<file path="config.mk">
export PLATFORM = sky130hd
export DESIGN_NAME = srcx_router
export DESIGN_NICKNAME = d
export VERILOG_FILES = /design/src/rtl/srcx_pkg.sv /design/src/rtl/srcx_divider.sv /design/src/rtl/srcx_wr_decode.sv /design/src/rtl/srcx_chan.sv /design/src/rtl/srcx_router.sv
export SDC_FILE = /design/constraint.sdc
export NUM_CORES = 1
export LEC_CHECK = 0
export BUFFER_PORTS_ARGS = -buffer_cell sky130_fd_sc_hd__buf_4
export CAP_MARGIN = 20
export CORE_ASPECT_RATIO = 0.5
export CORE_UTILIZATION = 55
export CTS_CLUSTER_DIAMETER = 40
export DETAILED_ROUTE_END_ITERATION = 10
export HOLD_SLACK_MARGIN = 0.08
export PLACE_DENSITY = 0.75
export SLEW_MARGIN = 20
export SYNTH_ARGS = -nofsm -noshare
export SYNTH_HDL_FRONTEND = slang
export SYNTH_HIERARCHICAL = 1
export SYNTH_SLANG_ARGS = --single-unit
export TNS_END_PERCENT = 50
</file>
<file path="constraint.sdc">
create_clock -name clk -period 2.32 [get_ports clk]
set_input_delay 0.232 -clock clk [delete_from_list [all_inputs] [get_ports clk]]
set_output_delay 0.232 -clock clk [all_outputs]
set_load 0.01 [all_outputs]
</file>
<file path="src/rtl/srcx_pkg.sv">
package srcx_pkg;

    localparam int SRC_W = 5;
    typedef logic [SRC_W-1:0] src_t;

    // clock source codes; the divided clocks occupy a contiguous run
    localparam src_t CSRC_PIN       = 5'd0;
    localparam src_t CSRC_DIV_FIRST = 5'd1;
    localparam src_t CSRC_REF       = 5'd11;

    // gate source codes
    localparam src_t GSRC_HIGH = 5'd0;
    localparam src_t GSRC_PIN  = 5'd1;

    // select byte field positions
    localparam int FLD_SRC_LO_W = 3;
    localparam int FLD_CHAN_LSB = 3;
    localparam int FLD_CHIP_BIT = 5;
    localparam int FLD_SRC_HI   = 6;

    typedef struct packed {
        logic       chip;
        logic [1:0] chan;
        src_t       src;
    } sel_fields_t;

    function automatic sel_fields_t unpack_sel(input logic [7:0] b, input logic ext_mode);
        sel_fields_t f;
        f.chip = b[FLD_CHIP_BIT];
        f.chan = b[FLD_CHAN_LSB +: 2];
        f.src  = {(ext_mode ? b[FLD_SRC_HI +: 2] : 2'b00), b[FLD_SRC_LO_W-1:0]};
        return f;
    endfunction

endpackage

</file>
<file path="src/rtl/srcx_divider.sv">
module srcx_divider #(
    parameter int PRE_DIV   = 2,
    parameter int DEC_RATIO = 10,
    parameter int NUM_DEC   = 4
) (
    input  logic             clk,
    input  logic             rst_n,
    output logic [NUM_DEC:0] stb
);
    localparam int PRE_W = (PRE_DIV > 2) ? $clog2(PRE_DIV) : 1;
    localparam int DEC_W = $clog2(DEC_RATIO);
    localparam logic [PRE_W-1:0] PRE_LAST = PRE_W'(PRE_DIV - 1);
    localparam logic [DEC_W-1:0] DEC_LAST = DEC_W'(DEC_RATIO - 1);

    logic [PRE_W-1:0] pre_q;

    always_ff @(posedge clk) begin
        if (!rst_n)
            pre_q <= '0;
        else if (pre_q == PRE_LAST)
            pre_q <= '0;
        else
            pre_q <= pre_q + 1'b1;
    end

    assign stb[0] = (pre_q == PRE_LAST);

    // each decade advances on the strobe of the stage below it
    for (genvar k = 1; k <= NUM_DEC; k++) begin : g_dec
        logic [DEC_W-1:0] dec_q;

        always_ff @(posedge clk) begin
            if (!rst_n)
                dec_q <= '0;
            else if (stb[k-1])
                dec_q <= (dec_q == DEC_LAST) ? '0 : dec_q + 1'b1;
        end

        assign stb[k] = stb[k-1] && (dec_q == DEC_LAST);
    end

endmodule

</file>
<file path="src/rtl/srcx_wr_decode.sv">
module srcx_wr_decode
    import srcx_pkg::*;
#(
    parameter int CHIPS       = 2,
    parameter int CH_PER_CHIP = 3
) (
    input  logic                          wr_en,
    input  logic                          wr_is_gate,
    input  logic [7:0]                    wr_byte,
    input  logic                          enh_en,
    output logic [CHIPS*CH_PER_CHIP-1:0]  clk_we,
    output logic [CHIPS*CH_PER_CHIP-1:0]  gate_we,
    output src_t                          wr_src
);
    sel_fields_t fld;

    assign fld    = unpack_sel(wr_byte, enh_en);
    assign wr_src = fld.src;

    for (genvar c = 0; c < CHIPS; c++) begin : g_chip
        for (genvar k = 0; k < CH_PER_CHIP; k++) begin : g_ch
            logic hit;
            assign hit = wr_en && (fld.chip == 1'(c)) && (fld.chan == 2'(k));
            assign clk_we[c*CH_PER_CHIP + k]  = hit && !wr_is_gate;
            assign gate_we[c*CH_PER_CHIP + k] = hit && wr_is_gate;
        end
    end

endmodule

</file>
<file path="src/rtl/srcx_chan.sv">
module srcx_chan
    import srcx_pkg::*;
#(
    parameter int NUM_DIV = 5
) (
    input  logic               clk,
    input  logic               rst_n,
    input  logic               enh_en,
    input  logic               clk_we,
    input  logic               gate_we,
    input  src_t               wr_src,
    input  logic [NUM_DIV-1:0] div_stb,
    input  logic               ext_clk,
    input  logic               ext_gate,
    output logic               clk_en,
    output logic               gate,
    output src_t               clk_sel,
    output src_t               gate_sel
);
    logic ext_clk_q;
    logic pin_rise;
    logic clk_nxt;
    logic gate_nxt;

    always_ff @(posedge clk) begin
        if (!rst_n) begin
            clk_sel  <= CSRC_PIN;
            gate_sel <= GSRC_HIGH;
        end else begin
            if (clk_we)
                clk_sel <= wr_src;
            if (gate_we)
                gate_sel <= wr_src;
        end
    end

    always_ff @(posedge clk) begin
        if (!rst_n)
            ext_clk_q <= 1'b0;
        else
            ext_clk_q <= ext_clk;
    end

    assign pin_rise = ext_clk && !ext_clk_q;

    always_comb begin
        clk_nxt = 1'b0;
        if (clk_sel == CSRC_PIN)
            clk_nxt = pin_rise;
        else if (clk_sel == CSRC_REF)
            clk_nxt = enh_en;
        for (int d = 0; d < NUM_DIV; d++) begin
            if (clk_sel == src_t'(int'(CSRC_DIV_FIRST) + d))
                clk_nxt = div_stb[d];
        end
    end

    always_comb begin
        unique case (gate_sel)
            GSRC_HIGH: gate_nxt = 1'b1;
            GSRC_PIN:  gate_nxt = ext_gate;
            default:   gate_nxt = 1'b0;
        endcase
    end

    always_ff @(posedge clk) begin
        if (!rst_n) begin
            clk_en <= 1'b0;
            gate   <= 1'b1;
        end else begin
            clk_en <= clk_nxt;
            gate   <= gate_nxt;
        end
    end

endmodule

</file>
<file path="src/rtl/srcx_router.sv">
module srcx_router
    import srcx_pkg::*;
#(
    parameter int CHIPS       = 2,
    parameter int CH_PER_CHIP = 3,
    parameter int PRE_DIV     = 2,
    parameter int DEC_RATIO   = 10,
    parameter int NUM_DEC     = 4
) (
    input  logic                         clk,
    input  logic                         rst_n,
    input  logic                         enh_en,
    input  logic                         wr_en,
    input  logic                         wr_is_gate,
    input  logic [7:0]                   wr_byte,
    input  logic [CHIPS*CH_PER_CHIP-1:0] ext_clk_i,
    input  logic [CHIPS*CH_PER_CHIP-1:0] ext_gate_i,
    output logic [CHIPS*CH_PER_CHIP-1:0] cnt_clk_en_o,
    output logic [CHIPS*CH_PER_CHIP-1:0] cnt_gate_o
);
    localparam int NCH     = CHIPS * CH_PER_CHIP;
    localparam int NUM_DIV = NUM_DEC + 1;

    logic [NUM_DIV-1:0]   div_stb;
    logic [NCH-1:0]       clk_we;
    logic [NCH-1:0]       gate_we;
    src_t                 wr_src;
    logic [NCH*SRC_W-1:0] clk_sel_all;
    logic [NCH*SRC_W-1:0] gate_sel_all;

    srcx_divider #(
        .PRE_DIV   (PRE_DIV),
        .DEC_RATIO (DEC_RATIO),
        .NUM_DEC   (NUM_DEC)
    ) u_div (
        .clk   (clk),
        .rst_n (rst_n),
        .stb   (div_stb)
    );

    srcx_wr_decode #(
        .CHIPS       (CHIPS),
        .CH_PER_CHIP (CH_PER_CHIP)
    ) u_dec (
        .wr_en      (wr_en),
        .wr_is_gate (wr_is_gate),
        .wr_byte    (wr_byte),
        .enh_en     (enh_en),
        .clk_we     (clk_we),
        .gate_we    (gate_we),
        .wr_src     (wr_src)
    );

    for (genvar i = 0; i < NCH; i++) begin : g_chan
        srcx_chan #(
            .NUM_DIV (NUM_DIV)
        ) u_chan (
            .clk      (clk),
            .rst_n    (rst_n),
            .enh_en   (enh_en),
            .clk_we   (clk_we[i]),
            .gate_we  (gate_we[i]),
            .wr_src   (wr_src),
            .div_stb  (div_stb),
            .ext_clk  (ext_clk_i[i]),
            .ext_gate (ext_gate_i[i]),
            .clk_en   (cnt_clk_en_o[i]),
            .gate     (cnt_gate_o[i]),
            .clk_sel  (clk_sel_all[i*SRC_W +: SRC_W]),
            .gate_sel (gate_sel_all[i*SRC_W +: SRC_W])
        );
    end

endmodule

</file>
# Word-level counts from Yosys, hierarchy flattened
# Cells that the tools add are included.
dict set report classes {
  addsub 5
  n_eq_ne 48
  n_mux 53
  n_bitwise 2
  n_reduce_logical 51
}
# cell n
set op_table {}
lappend op_table {{5-bit by 1-bit == test with 1-bit output, second input constant} 12}
lappend op_table {{5-bit by 2-bit == test with 1-bit output, second input constant} 12}
lappend op_table {{5-bit by 3-bit == test with 1-bit output, second input constant} 12}
lappend op_table {{5-bit logical NOT} 12}
lappend op_table {{1-bit 2-to-1 mux} 42}
lappend op_table {{5-bit by 4-bit == test with 1-bit output, second input constant} 6}
lappend op_table {{1-bit logical AND} 30}
lappend op_table {{4-bit by 1-bit adder with 4-bit output, second input constant} 4}
lappend op_table {{4-bit == test, second input constant} 4}
lappend op_table {{4-bit 2-to-1 mux} 4}
lappend op_table {{1-bit case mux with 2 select lines} 6}
lappend op_table {{1-bit logical NOT} 7}
lappend op_table {{2-bit by 1-bit == test with 1-bit output, second input constant} 1}
lappend op_table {{2-bit == test, second input constant} 1}
lappend op_table {{2-bit logical NOT} 1}
lappend op_table {{2-bit 2-to-1 mux} 1}
lappend op_table {{1-bit inverter} 2}
lappend op_table {{2-bit OR reduction} 1}
lappend op_table {{1-bit adder, second input constant} 1}
dict set report totals {
  ff_bits 95
  in_bits 25
  output_inout_bits 12
}

# Depth between registers and ports, before layout
dict set report depth {
  word_depth 8
  depth_mapped 8
  mapped_depth_nobuf 7
}

# Hierarchy
# The synthesis kept the hierarchy.
# module instances cells_each area_each_um2 seq_area_each_um2
set modules_own_cells {}
lappend modules_own_cells {srcx_chan 6 57 568.0 260.2}
lappend modules_own_cells {srcx_divider 1 98 885.8 340.3}
lappend modules_own_cells {srcx_wr_decode 1 23 133.9 0.0}

# Worst setup path before layout
# Ideal clock, no wire load.
dict set report synth_timing {
  kind {reg2reg}
  from {register u_div.pre_q}
  to {register g_chan[0].u_chan.clk_en}
  t_arrival_ns 1.619
  required_ns 2.219
  path_slack_ns 0.600
  path_stages_with_launch 7
  path_buffers 1
  synth_period_minus_slack_ns 1.720
  cell_sequence {dfxtp_1 > and4b_1 > buf_6 > nand4_4 > nor3b_1 > inv_1 > o41ai_1}
}
dict set report synth_via {
  elab_chain_len 5
}
# item line_no
set synth_lines {}
lappend synth_lines {{start, declared} srcx_divider.sv:15} ;# logic [PRE_W-1:0] pre_q;
lappend synth_lines {{start signal, assigned} srcx_divider.sv:23} ;# pre_q <= pre_q + 1'b1;
lappend synth_lines {{1-bit logical AND (4 in a row)} srcx_divider.sv:39} ;# assign stb[k] = stb[k-1] && (dec_q == DEC_LAST);
lappend synth_lines {{via div_stb[4]} srcx_router.sv:24} ;# logic [NUM_DIV-1:0] div_stb;
lappend synth_lines {{1-bit 2-to-1 mux} srcx_chan.sv:53} ;# if (clk_sel == src_t'(int'(CSRC_DIV_FIRST) + d))
lappend synth_lines {{end signal, assigned} srcx_chan.sv:71} ;# clk_en <= clk_nxt;
lappend synth_lines {{end, declared} srcx_chan.sv:15} ;# output logic clk_en,
# The timed path passes the listed nets, and every way through them passes these cells.
# A chain may end at the register's enable or synchronous reset.

# Worst setup path in the final report
dict set report layout_timing {
  from {register u_div.g_dec[1].dec_q[1]}
  to {register g_chan[5].u_chan.clk_en}
}
dict set report layout_via {
  elab_chain_len 6
}
# item line_no
set layout_lines {}
lappend layout_lines {{start, declared} srcx_divider.sv:30} ;# logic [DEC_W-1:0] dec_q;
lappend layout_lines {{start signal, assigned} srcx_divider.sv:36} ;# dec_q <= (dec_q == DEC_LAST) ? '0 : dec_q + 1'b1;
lappend layout_lines {{4-bit == test} srcx_divider.sv:39}
lappend layout_lines {{1-bit logical AND (4 in a row)} srcx_divider.sv:39}
lappend layout_lines {{via div_stb[4]} srcx_router.sv:24}
lappend layout_lines {{1-bit 2-to-1 mux} srcx_chan.sv:53}
lappend layout_lines {{end signal, assigned} srcx_chan.sv:71}
lappend layout_lines {{end, declared} srcx_chan.sv:15}
# The timed path passes the listed nets, and every way through them passes these cells.

==> key figures <==
STA
  • Final Setup Violations: 0
  • Sum Neg Setup Slack: 0 ps
  • Final Cycle Share: 0.8125
  • Number of max-slew violations in the final report: 0
  • RSZ-0062 raised after global routing: false
  • Slew headroom: 0.5366
  • Fin crit period: roughly 1900 ps
  • Setup Skew: 8.073 ps
  • Max Clk Rate: between 0.5 and 0.6 GHz
  • Least-Margin Pin Slew: 692.5 ps
  • Hold Vio Cnt, Final: 0

Place
  • Hpwl dp: 5.541 mm
  • Dpl cells: approximately 590
  • I/O Buffers: 36
  • Routability cong.: 0.7928

Power and ir drop
  • Peak VDD IR: 553.6 uV
  • Pwr dens: 666.1 nW/um2
  • Leak Pwr: roughly 1.7 nW
  • Design Power: 0.003350 W

Floorplanning
  • Rows: 22
  • Core area: between 7000 and 8000 um2
  • DIE AREA: roughly 8400 um2
  • Top Ports: 37
  • Initial Util: 0.5850
  • Die height: 65.45 um
  • Die span in x: approximately 130 um

Synthesis
  • Synth Area in Adders: 0
  • Most instantiated library cell after synthesis: dfxtp_1
  • Main combinational cell family by area after synthesis: simple AND/OR/NAND/NOR gates
  • Mux cell area share after synthesis: 0.1402
  • Synth top cells by count: dfxtp_1, nor2b_1, mux2i_1
  • Cells after Synth: 463
  • Post-synth top area share: 0.4295
  • Top post-synthesis cells by area: dfxtp_1, mux2i_1, nor2b_1
  • Xor/xnor share of the synthesized area: 0.01385
  • Distinct cells, synth: 43
  • EDFF count, synth: 0
  • Post-synthesis async set-or-reset flop share: 0
  • Post-Syn Nets: 488
  • Synth Area in Simple Gates: 0.2848
  • Compound-Gate Fraction of Synth Area: 0.08760
  • Syn Area/Cell: 9.564 um2
  • Mapped Area: 4428 um2
  • Primary FF master, synth: dfxtp_1
  • Synth area leader: dfxtp_1
  • Ys Warns: 6
  • Synth Register Bits: 95
  • Register area share after synthesis: 0.4295

Flow run
  • Maximum Capacitance Violations: 0

Setup path
  • Worst-path maximum fanout: 8
  • CP Class: flip-flop to flip-flop
  • Worst path bufs/invs: 2
  • WP data arrival: 2110 ps
  • Setup crit start kind: flip-flop
  • Worst EP required: 2550 ps
  • CP Cell Sequence: and4b_1, nand4_4, nor3b_1, buf_4, inv_1, o41ai_1
  • Largest stage delay, worst path: 450 ps
  • Crit. End Element: flip-flop
  • Slowest cell on the critical path: and4b_1
  • Largest delay share family, worst path: simple AND/OR/NAND/NOR gates

Clocking
  • CTS Hold Bufs: 0
  • Clock latency at the later pin of the worst-skew pair: 340 ps
  • CTS tree: built
  • Post-CTS Setup Inserts: 0
  • Clock Path Buffers: 2
  • Reg clk slew, reported paths: ~60 ps
  • CTS Buf Count: 9
  • H-tree Lvls: 3
  • CTS resizes: 0
  • Root Driver: clkbuf_16
  • Clock tree sinks: 95

GRT
  • Largest net degree at the start of global routing: 63
  • GRT Residual Overflow: 0
  • Initial antenna violation count: 0
  • Vias in the first global route: slightly below 3000
  • Total GRT Usage: 0.2254
  • Wire length of the first global-routing pass: 14.41 mm

Final layout
  • Layout cell share with drive strength beyond 1: 0.1377
  • Fin cells: 602
  • Fill cells: 631
  • Diode count: 0
  • Total Nets Final: 515
  • Register area: 1902 um2
  • Synth-to-layout area growth: 13.59%
  • Post-layout util: 0.6645
  • Area of the multi-input gates: 2331 um2

Detailed routing
  • Via count: 3133
  • Drt first-iter violations: 161
  • Post-route DRC: 0
  • DRT antenna net count: 0
  • Post-Route WL: 8.593 mm
  • DRT Pass-1 Iters: 6
  • WL per Instance: 14.27 um
  • Vias per cell: 5.204

Status
  • Status: finished, final reports clean

Hold path
  • HP Class: primary input to flip-flop
[worst register-to-register path: cells and delay by family, from the launching register on]
family	cells	cell delay, ps
buffers and inverters	2	240
and+or+nand+nor	3	830
DFF	1	350
AOI/OAI and AO/OA	1	360
[where the power goes]
group / internal (W) / total, W / switching (W) / leakage [nW]
registers: 0.00166 / 0.00168 / 0.0000187 / 0.770
logic: 0.000115 / 0.000227 / 0.000112 / 0.788
clock network: 0.000859 / 0.00144 / 0.000584 / 0.143
[registers in the layout (all words and copies together), names as in the netlist]
register and cells:
g_chan.u_chan/clk_en 6, g_chan.u_chan/clk_sel 30, g_chan.u_chan/gate_sel 30, g_chan.u_chan/gate 6
u_div/pre_q 1, u_div/g_dec.dec_q 16, g_chan.u_chan/ext_clk_q 6
[per-stage QoR]
stage / area, um2 / hold WS, ps / worst slack, ps
6_report: 5030 / 104.1 / 435.0
5_1_grt: 5030 / 101.2 / 239.4
4_1_cts: 5030 / 96.65 / 442.8
3_5_place_dp: 4740 / 450.8 / 465.3
3_3_place_gp: 4740 / 443.3 / 562.1
2_1_floorplan: 4428 / 353.7 / 599.6
[final timing paths]
kind	cells past startpoint	to	slack (ps)	startpoint
worst min register to register	2	u_div/g_dec[3].dec_q[3]	500	u_div/g_dec[3].dec_q[3]
worst min-delay path	2	g_chan[0].u_chan/ext_clk_q	100	ext_clk_i[0]
worst max register to register	6	g_chan[5].u_chan/clk_en	440	u_div/g_dec[1].dec_q[1]
worst max-delay path	6	g_chan[5].u_chan/clk_en	440	u_div/g_dec[1].dec_q[1]
[cells in the final DEF (no fill, tap or decap), types with 4 or more instances in the layout]
cell	Yosys	final
buf_4	4	41
and2_1	17	17
nor3b_1	8	8
nor4bb_1	6	6
o41ai_1	6	6
nand3b_1	8	8
a21boi_0	4	4
nor4_1	6	6
mux2i_1	62	62
inv_1	17	17
dfxtp_1	95	95
o211ai_1	6	6
clkbuf_16	0	9
a21oi_1	15	15
nand2b_1	20	20
nor2_1	22	22
nor2b_1	73	73
o21ai_0	9	9
nand4_1	4	4
xnor2_1	4	4
a2111oi_2	6	6
nand2_1	21	21
[layout make-up]
class                   instances  share of cell area
clock buffers                  12             0.04900
flip-flops and latches         95              0.3781
repair buffers                 41             0.06119
multi-input cells             326              0.4634
clock inverters                 3            0.008706
inverters                      17             0.01269
well taps                     108             0.02687
[kinds of logic (layout without fill, tap and decap cells)]
group,Yosys count,after routing
and+or+nand+nor,204,204
DFF,95,95
buffers and inverters,42,73
AOI/OAI and AO/OA,53,53
xor gates and xnor gates,7,7
muxes,62,62
[layer usage]
metal | up-vias | track usage | wire length [um] | part of all wire
met4 | 0 | 0.07059 | 83 | 0.0097
met3 | 9 | 0.05619 | 234 | 0.027
li1 | 1634 | - | - | -
met5 | - | 0 | 0 | 0
met1 | 1447 | 0.2902 | 4422 | 0.51
met2 | 43 | 0.3743 | 3852 | 0.45
Power figures use the tool's default switching activity.
